===== config.mk =====
export PLATFORM = sky130hd
export DESIGN_NAME = dstore_watch
export DESIGN_NICKNAME = d
export VERILOG_FILES = /design/src/rtl/dsw_pkg.sv /design/src/rtl/dsw_bp_reg.sv /design/src/rtl/dsw_syndrome.sv /design/src/rtl/dstore_watch.sv
export SDC_FILE = /design/constraint.sdc
export NUM_CORES = 1
export LEC_CHECK = 0
export BUFFER_PORTS_ARGS = -buffer_cell sky130_fd_sc_hd__buf_2
export CORE_ASPECT_RATIO = 0.75
export CORE_MARGIN = 4
export CORE_UTILIZATION = 50
export DETAILED_ROUTE_END_ITERATION = 7
export PLACE_DENSITY_LB_ADDON = 0.25
export SYNTH_ARGS = -nofsm -noshare
export SYNTH_HDL_FRONTEND = slang
export SYNTH_SLANG_ARGS = --single-unit

===== constraint.sdc =====
create_clock -name clk -period 1.89 [get_ports clk]
set_input_delay 0.378 -clock clk [delete_from_list [all_inputs] [get_ports clk]]
set_output_delay 0.378 -clock clk [all_outputs]
set_load 0.02 [all_outputs]

===== src/rtl/dsw_pkg.sv =====
package dsw_pkg;
  localparam int WORD_W  = 32;
  localparam int IGN_LSB = 3;               // doubleword granularity
  localparam int VEC_W   = 20;
  localparam logic [VEC_W-1:0] DSTORE_VEC = 20'h00300;

  // big-endian bit number -> port bit index
  function automatic int be_bit(input int n);
    return WORD_W - 1 - n;
  endfunction

  localparam int SYN_MISS  = WORD_W - 1 - 1;
  localparam int SYN_PROT  = WORD_W - 1 - 4;
  localparam int SYN_STORE = WORD_W - 1 - 6;
  localparam int SYN_BKPT  = WORD_W - 1 - 9;
  localparam int BP_WEN    = WORD_W - 1 - 30;
  localparam int BP_REN    = WORD_W - 1 - 31;

  localparam logic [WORD_W-1:0] SYN_MASK =
    (WORD_W'(1) << SYN_MISS) | (WORD_W'(1) << SYN_PROT) |
    (WORD_W'(1) << SYN_STORE) | (WORD_W'(1) << SYN_BKPT);
  localparam logic [WORD_W-1:0] SYN_FAULT =
    (WORD_W'(1) << SYN_MISS) | (WORD_W'(1) << SYN_PROT) |
    (WORD_W'(1) << SYN_BKPT);

  function automatic logic bp_match(input logic [WORD_W-1:0] bp,
                                    input logic [WORD_W-1:0] addr,
                                    input logic store);
    logic same;
    same = (bp[WORD_W-1:IGN_LSB] == addr[WORD_W-1:IGN_LSB]);
    return same && (store ? bp[BP_WEN] : bp[BP_REN]);
  endfunction

  function automatic logic [WORD_W-1:0] make_syn(input logic miss,
                                                 input logic prot,
                                                 input logic store,
                                                 input logic hit);
    logic [WORD_W-1:0] s;
    s = '0;
    s[SYN_MISS]  = miss;
    s[SYN_PROT]  = prot;
    s[SYN_STORE] = store;
    s[SYN_BKPT]  = hit;
    return s;
  endfunction
endpackage


===== src/rtl/dsw_bp_reg.sv =====
module dsw_bp_reg
  import dsw_pkg::*;
(
  input  logic              clk,
  input  logic              rst_n,
  input  logic              wr_en,
  input  logic [WORD_W-1:0] wdata,
  input  logic              acc_valid,
  input  logic [WORD_W-1:0] acc_addr,
  input  logic              acc_store,
  output logic              hit
);
  logic [WORD_W-1:0] bp_q;

  always_ff @(posedge clk) begin
    if (!rst_n)     bp_q <= '0;
    else if (wr_en) bp_q <= wdata;
  end

  assign hit = acc_valid && bp_match(bp_q, acc_addr, acc_store);

  // a store hit needs the write enable, a load hit the read enable
  assert_store_needs_wen_R4: assert property (@(posedge clk) disable iff (!rst_n)
    (hit && acc_store) |-> bp_q[BP_WEN]);
  assert_load_needs_ren_R4: assert property (@(posedge clk) disable iff (!rst_n)
    (hit && !acc_store) |-> bp_q[BP_REN]);
  // in the first cycle after reset the register is still empty, so no hit
  assert_reset_no_hit_R1: assert property (@(posedge clk) disable iff (!rst_n)
    $rose(rst_n) |-> !hit);
endmodule


===== src/rtl/dsw_syndrome.sv =====
module dsw_syndrome
  import dsw_pkg::*;
(
  input  logic              clk,
  input  logic              rst_n,
  input  logic              acc_valid,
  input  logic              acc_store,
  input  logic              acc_tmiss,
  input  logic              acc_prot,
  input  logic              bp_hit,
  input  logic              sw_we,
  input  logic [WORD_W-1:0] sw_data,
  output logic [WORD_W-1:0] synd_q,
  output logic              exc_req
);
  logic [WORD_W-1:0] syn_next;
  logic              fire;

  assign syn_next = make_syn(acc_tmiss, acc_prot, acc_store, bp_hit);
  assign fire     = acc_valid && ((syn_next & SYN_FAULT) != '0);

  always_ff @(posedge clk) begin
    if (!rst_n) begin
      synd_q  <= '0;
      exc_req <= 1'b0;
    end else begin
      exc_req <= fire;
      if (fire)       synd_q <= syn_next;          // exception wins
      else if (sw_we) synd_q <= sw_data & SYN_MASK;
    end
  end

  // undefined bits always read zero
  assert_undef_zero_R9: assert property (@(posedge clk) disable iff (!rst_n)
    (synd_q & ~SYN_MASK) == '0);
  // no exception and no software write leaves the syndrome unchanged
  assert_syn_hold_R9: assert property (@(posedge clk) disable iff (!rst_n)
    (!fire && !sw_we) |=> $stable(synd_q));
  // a request always shows a fault cause in the syndrome
  assert_req_has_cause_R8: assert property (@(posedge clk) disable iff (!rst_n)
    exc_req |-> ((synd_q & SYN_FAULT) != '0));
endmodule


===== src/rtl/dstore_watch.sv =====
module dstore_watch
  import dsw_pkg::*;
#(
  parameter int NUM_BP = 2,
  parameter int SEL_W  = $clog2(NUM_BP + 1)
) (
  input  logic              clk,
  input  logic              rst_n,
  input  logic              cfg_we,
  input  logic [SEL_W-1:0]  cfg_sel,
  input  logic [WORD_W-1:0] cfg_wdata,
  input  logic              acc_valid,
  input  logic [WORD_W-1:0] acc_addr,
  input  logic              acc_store,
  input  logic              acc_tmiss,
  input  logic              acc_prot,
  output logic [WORD_W-1:0] synd_q,
  output logic              exc_req,
  output logic [VEC_W-1:0]  exc_vec
);
  localparam logic [SEL_W-1:0] SYN_SEL = SEL_W'(NUM_BP);

  logic [NUM_BP-1:0] hit_vec;
  logic              bp_hit;

  for (genvar i = 0; i < NUM_BP; i++) begin : g_bp
    dsw_bp_reg u_bp (
      .clk       (clk),
      .rst_n     (rst_n),
      .wr_en     (cfg_we && (cfg_sel == SEL_W'(i))),
      .wdata     (cfg_wdata),
      .acc_valid (acc_valid),
      .acc_addr  (acc_addr),
      .acc_store (acc_store),
      .hit       (hit_vec[i])
    );
  end

  assign bp_hit = |hit_vec;

  dsw_syndrome u_syn (
    .clk       (clk),
    .rst_n     (rst_n),
    .acc_valid (acc_valid),
    .acc_store (acc_store),
    .acc_tmiss (acc_tmiss),
    .acc_prot  (acc_prot),
    .bp_hit    (bp_hit),
    .sw_we     (cfg_we && (cfg_sel == SYN_SEL)),
    .sw_data   (cfg_wdata),
    .synd_q    (synd_q),
    .exc_req   (exc_req)
  );

  assign exc_vec = exc_req ? DSTORE_VEC : '0;

  // a request only follows a completing access
  assert_req_after_access_R8: assert property (@(posedge clk) disable iff (!rst_n)
    exc_req |-> $past(acc_valid));
  // a breakpoint hit is recorded in the syndrome on the next cycle
  assert_hit_recorded_R5: assert property (@(posedge clk) disable iff (!rst_n)
    bp_hit |=> (exc_req && synd_q[SYN_BKPT]));
  // the direction bit follows the access that raised the request
  assert_dir_bit_R6: assert property (@(posedge clk) disable iff (!rst_n)
    exc_req |-> (synd_q[SYN_STORE] == $past(acc_store)));
endmodule


==> metrics.txt, run 1 <==
Nets 580; post-route cell area 0.004134 mm²; slew margin rel. 61.47%; top-count cell post-synth nand2_1; CTS tree yes; crit-path max FO 6; hold_ws 0.2679 ns; CTS Root Cell clkbuf_8; Setup Skew 0.01185 ns; Worst Hold Class in -> reg; GR Util All Layers 20.08%; Syn Area/Cell 8.223 µm²; critical path arrival 2.03 ns; DP HPWL 6.168 mm; CTS Buf Count 9; synthesis warning total 0; DR iter-0 viols 126; Buffers on Ports 75; # IOs 126; number of global-route vias before repair 2734; Max clock buf depth 2; mapped cell area 0.003593 mm²; Avg Vias per Cell 4.721; sequential cell area fraction in the yosys report 37.33%; Setup violations, final 0; Core ar. 0.006897 mm²; path depth of the worst reg2reg path 7; prevailing post-synth register cell dfxtp_1; crit path buf inv count 1; CP peak stage delay 0.32 ns; Worst setup SP type flop; Synth-to-Final Area Change 15.04%; CP endpoint kind flop; Final Total Pwr 3145 µW; wire length of the first global-routing pass 13.26 mm; drt total wl 8.771 mm; Cells after Synth 437; setup bufs post-CTS 0; WP depth 7; GP Congestion 0.7788; die height 81.42 µm; FMAX 0.5675 GHz; top-area cell type share of the netlist area 37.33%; CP top delay family compound AO/OA/AOI/OAI gates; EDFF count, synth 0; final period utilization 93.24%; pin count of the biggest net entering global routing 68; diodes inserted 0; grt ovf 0; r2r endpoint u_syn.synd_q[30]$_SDFFE_PN0P_; maxcap violations 0; worst vdd ir 0.4088 mV; minimum clock period 1.762 ns; share of post-route cells with drive strength above 1 21.68%; hold_buf cts 0; WL per Instance 14.38 µm; Netlist cell types 29; Required @ worst endpoint 2.15 ns; leakage power 0.001851 µW; via count 2880; CP endpoint u_syn.synd_q[30]$_SDFFE_PN0P_; top cells by instance count after synthesis nand2_1 (131), dfxtp_1 (67), xor2_1 (58), a21boi_0 (49), buf_4 (48); CP cell instances xor2_1 -> nor4_2 -> buf_4 -> nand4_1 -> o22ai_4 -> a211oi_1 -> a211oi_2; DR pass1 iterations 4; Hold Violations, Final 0; post-place setup slack -0.1693 ns; Worst-Margin Slew 0.5718 ns; outcome finished, final reports clean; area leader, netlist dfxtp_1; max-slew violation count 0; drt drc 0; clk slew on worst S/H paths 0.08 ns; synthesis-stage register bit count 67; crit path kind reg -> reg; PnR worst setup slack 0.1278 ns; die width 105.9 µm; cell with the largest stage delay on the worst path dfxtp_1; RSZ-0062 raised after global routing false; pwr dens 760.8 mW/mm²; initial antenna violation count 0; Critical R2R Launch g_bp[0].u_bp.bp_q[12]$_SDFFE_PN0P_; H-tree levels 3; clock latency on the worst-skew pair 0.35 ns; reg2reg setup slack 0.13 ns; Async SR Flop Fraction 0%; Die Footprint 0.008622 mm²; Row Count 26; placed inst area 0.003901 mm²; Worst Setup SP g_bp[0].u_bp.bp_q[12]$_SDFFE_PN0P_; top post-synthesis cells by area dfxtp_1 (37%), xor2_1 (14%), nand2_1 (14%); Initial Util 52.10%; post-route ant nets 0; clk sink count 67
## worst reg2reg max path, stage by stage (launching register included)
cell and delay [ns]:
dfxtp_1 0.32, xor2_1 0.17, nor4_2 0.30, buf_4 0.16, nand4_1 0.14, o22ai_4 0.27, a211oi_1 0.13, a211oi_2 0.20
## metal layers
metal	share of wire [%]	GRT usage [%]
met3	6.3	6.677
met4	1.1	4.657
met5	0	0
met1	45	24.70
met2	48	34.61
## logic make-up (layout without fill, tap and decap cells)
kind of cell              after synthesis  in the layout  synth area share, %
buffers and inverters                  72            102                12.57
AOI/OAI and AO/OA                      74             74                15.60
and+or+nand+nor                       160            160                18.87
xor gates and xnor gates               58             58                14.14
other                                   1             46               0.1044
DFF                                    67             67                37.33
muxes                                   5              5                1.393
## state kept, by name, indices dropped and copies added, names as in the netlist
register        flops
g_bp.u_bp.bp_q     62
u_syn.synd_q        4
u_syn.exc_req       1
## timing repair
action / 4_1_cts / 5_1_grt
resized for setup: 0 / 6
hold endpoints to repair: 0 / 0
setup endpoints to repair: 0 / 4
## report_power, final
| part | internal (µW) | switching, µW |
|---|---|---|
| logic | 172 | 308 |
| registers | 1460 | 31.7 |
| clock network | 609 | 563 |
## layout by cell type (no fill, tap or decap), drive strengths merged, types with 3 or more instances in the layout
cell | synthesis | layout
o21ai | 4 | 4
xor2 | 58 | 58
nor4 | 14 | 14
conb | 1 | 46
dfxtp | 67 | 67
nor2 | 4 | 4
a21boi | 63 | 63
buf | 52 | 84
nand4 | 4 | 4
clkinvlp | 0 | 3
nand2 | 131 | 131
clkbuf | 18 | 10
mux2i | 5 | 5
## cell type report
cell class	count	area (µm²)
Timing Repair Buffer	84	455.4
Clock inverter	6	66.31
Sequential cell	67	1341
Inverter	2	7.507
Fill cell	657	2763
Multi-Input combinational cell	343	2013
Clock buffer	10	127.6
Tap cell	98	122.6
## worst min path at each step
stage | from | end | slack (ns) | cells past startpoint
floorplan | g_bp[0].u_bp.bp_q[1]$_SDFFE_PN0P_ | g_bp[0].u_bp.bp_q[1]$_SDFFE_PN0P_ | 0.43 | 2
global route | cfg_wdata[21] | g_bp[0].u_bp.bp_q[21]$_SDFFE_PN0P_ | 0.26 | 3
CTS | cfg_wdata[21] | g_bp[0].u_bp.bp_q[21]$_SDFFE_PN0P_ | 0.26 | 3
global placement | g_bp[0].u_bp.bp_q[1]$_SDFFE_PN0P_ | g_bp[0].u_bp.bp_q[1]$_SDFFE_PN0P_ | 0.44 | 2
detailed placement | g_bp[0].u_bp.bp_q[1]$_SDFFE_PN0P_ | g_bp[0].u_bp.bp_q[1]$_SDFFE_PN0P_ | 0.45 | 2
finish | cfg_wdata[21] | g_bp[0].u_bp.bp_q[21]$_SDFFE_PN0P_ | 0.27 | 3
## per-stage QoR
stage               utilization (%)  instances  setup TNS [ns]
detailed placement            56.57        594         -0.4566
global route                  59.94        610               0
floorplan                         -        482               0
global placement              56.57        594         -0.3817
finish                        59.94        610               0
CTS                           59.38        610               0
Power figures use the tool's default switching activity.
==> run 2, diff against run 1 <==
PLACE_DENSITY = 0.88   (was not set)
PLACE_DENSITY_LB_ADDON = not set   (was 0.25)
==> metrics.txt, run 2 (same netlist as run 1, synthesis figures left out) <==
die width 105.9 µm (unchanged); crit path buf inv count 1 (unchanged); Setup Skew 0.005613 ns (was 0.01185 ns); drt total wl 8.835 mm (was 8.771 mm); pin count of the biggest net entering global routing 68 (unchanged); WL per Instance 14.51 µm (was 14.38 µm); wire length of the first global-routing pass 13.60 mm (was 13.26 mm); Critical R2R Launch g_bp[1].u_bp.bp_q[21]$_SDFFE_PN0P_ (was g_bp[0].u_bp.bp_q[12]$_SDFFE_PN0P_); DP HPWL 6.483 mm (was 6.168 mm); leakage power 0.001848 µW (was 0.001851 µW); final period utilization 94.12% (was 93.24%); GP Congestion 0.8533 (was 0.7788); CP top delay family compound AO/OA/AOI/OAI gates (unchanged); Setup violations, final 0 (unchanged); CTS tree yes (unchanged); critical path arrival 2.04 ns (was 2.03 ns); initial antenna violation count 0 (unchanged); maxcap violations 0 (unchanged); slew margin rel. 66.27% (was 61.47%); post-route cell area 0.004079 mm² (was 0.004134 mm²); GR Util All Layers 20.47% (was 20.08%); outcome finished, final reports clean (unchanged); placed inst area 0.003909 mm² (was 0.003901 mm²); Nets 582 (was 580); crit path kind reg -> reg (unchanged); crit-path max FO 5 (was 6); CP cell instances xor2_1 -> nor4_2 -> buf_4 -> nand4_1 -> o22ai_4 -> a211oi_1 -> a211oi_2 (unchanged); hold_buf cts 0 (unchanged); CP endpoint kind flop (unchanged); DR pass1 iterations 5 (was 4); via count 3001 (was 2880); CP peak stage delay 0.35 ns (was 0.32 ns); Die Footprint 0.008622 mm² (unchanged); grt ovf 0 (unchanged); Row Count 26 (unchanged); Avg Vias per Cell 4.928 (was 4.721); commonest non-fill, non-tap cell in the layout nand2_1 (unchanged); largest registers g_bp.u_bp.bp_q: 62 flops, u_syn.synd_q: 4 flops, u_syn.exc_req: 1 flops (unchanged); hold_ws 0.2893 ns (was 0.2679 ns); Biggest register g_bp.u_bp.bp_q (unchanged); diodes inserted 0 (unchanged); WP depth 7 (unchanged); Worst setup SP type flop (unchanged); number of global-route vias before repair 2878 (was 2734); worst vdd ir 0.4145 mV (was 0.4088 mV); reg2reg setup slack 0.11 ns (was 0.13 ns); hold path depth 3 (unchanged); Hold Violations, Final 0 (unchanged); # IOs 126 (unchanged); Initial Util 52.10% (unchanged); commonest non-fill, non-tap cells in the layout nand2_1 (131), buf_2 (75), dfxtp_1 (67), xor2_1 (58), a21boi_0 (49) (unchanged); path depth of the worst reg2reg path 7 (unchanged); H-tree levels 3 (unchanged); die height 81.42 µm (unchanged); clk sink count 67 (unchanged); Worst Setup SP g_bp[1].u_bp.bp_q[21]$_SDFFE_PN0P_ (was g_bp[0].u_bp.bp_q[12]$_SDFFE_PN0P_); share of post-route cells with drive strength above 1 20.35% (was 21.68%); CTS Buf Count 9 (unchanged); Required @ worst endpoint 2.16 ns (was 2.15 ns); cell with the largest stage delay on the worst path nor4_2 (was dfxtp_1); FMAX 0.5622 GHz (was 0.5675 GHz); DR iter-0 viols 195 (was 126); max FFs per register 62 (unchanged); post-route ant nets 0 (unchanged); Core ar. 0.006897 mm² (unchanged); Synth-to-Final Area Change 13.51% (was 15.04%); Worst-Margin Slew 0.5007 ns (was 0.5718 ns); clock latency on the worst-skew pair 0.34 ns (was 0.35 ns); pwr dens 724.2 mW/mm² (was 760.8 mW/mm²); minimum clock period 1.779 ns (was 1.762 ns); CTS Root Cell clkbuf_8 (unchanged); Worst Hold Class in -> reg (unchanged); CP endpoint u_syn.synd_q[30]$_SDFFE_PN0P_ (unchanged); Max clock buf depth 2 (unchanged); clk slew on worst S/H paths 0.07 ns (was 0.08 ns); drt drc 0 (unchanged); r2r endpoint u_syn.synd_q[30]$_SDFFE_PN0P_ (unchanged); max-slew violation count 0 (unchanged); Buffers on Ports 75 (unchanged); RSZ-0062 raised after global routing false (unchanged)
## run 2: worst reg2reg max path: stages (launching register included)
cell and delay [ns]:
dfxtp_1 0.32, xor2_1 0.17, nor4_2 0.35, buf_4 0.18
nand4_1 0.14, o22ai_4 0.21, a211oi_1 0.13, a211oi_2 0.20
## run 2: what timing repair did
item,in CTS,in global routing
pin swaps,0,1
gates cloned,0,0
resized for setup,1,1
setup endpoints to repair,1,3
buffers inserted,0,1
## run 2: worst min path at each step
| stage | startpoint | end |
|---|---|---|
| after floorplan | g_bp[0].u_bp.bp_q[1]$_SDFFE_PN0P_ | g_bp[0].u_bp.bp_q[1]$_SDFFE_PN0P_ |
| after global placement | g_bp[0].u_bp.bp_q[1]$_SDFFE_PN0P_ | g_bp[0].u_bp.bp_q[1]$_SDFFE_PN0P_ |
| after detailed placement | g_bp[0].u_bp.bp_q[1]$_SDFFE_PN0P_ | g_bp[0].u_bp.bp_q[1]$_SDFFE_PN0P_ |
| after CTS | cfg_wdata[24] | g_bp[0].u_bp.bp_q[24]$_SDFFE_PN0P_ |
| after global routing | cfg_wdata[12] | g_bp[1].u_bp.bp_q[12]$_SDFFE_PN0P_ |
| final | cfg_wdata[26] | g_bp[0].u_bp.bp_q[26]$_SDFFE_PN0P_ |
## run 2: final cells by class
type                    count  area, µm²
clock buffers              13      148.9
flip-flops and latches     67       1341
multi-input cells         343       1988
fillers                   619       2818
inverters                   2      7.507
repair buffers             86      470.5
well taps                  98      122.6
## run 2: report_power, final
| part | leakage, µW | internal [µW] | total [µW] | switching [µW] |
|---|---|---|---|---|
| logic | 0.00123 | 172 | 478 | 306 |
| clock network | 0.0000754 | 492 | 982 | 490 |
| registers | 0.000545 | 1460 | 1490 | 30.8 |
| total | 0.00185 | 2130 | 2950 | 827 |
## run 2: per-stage QoR
step	utilization, %	power (µW)	instances	setup slack (ns)	TNS (ns)
after floorplan	-	1883	482	0.3751	0
after global placement	56.68	1979	595	-0.04578	-0.06313
after detailed placement	56.68	1995	595	-0.1794	-0.4755
after CTS	58.93	2967	608	0.04146	0
after global routing	59.14	3081	609	0.01063	0
final	59.14	2954	609	0.1111	0
## run 2: metal layers
metal | global-route usage [%] | wire, µm | vias up
met2 | 36.07 | 4377 | 124
met1 | 24.99 | 3668 | 1399
li1 | - | - | 1472
met5 | 0 | 0 | -
met3 | 5.577 | 755 | 6
met4 | 5.692 | 34 | 0
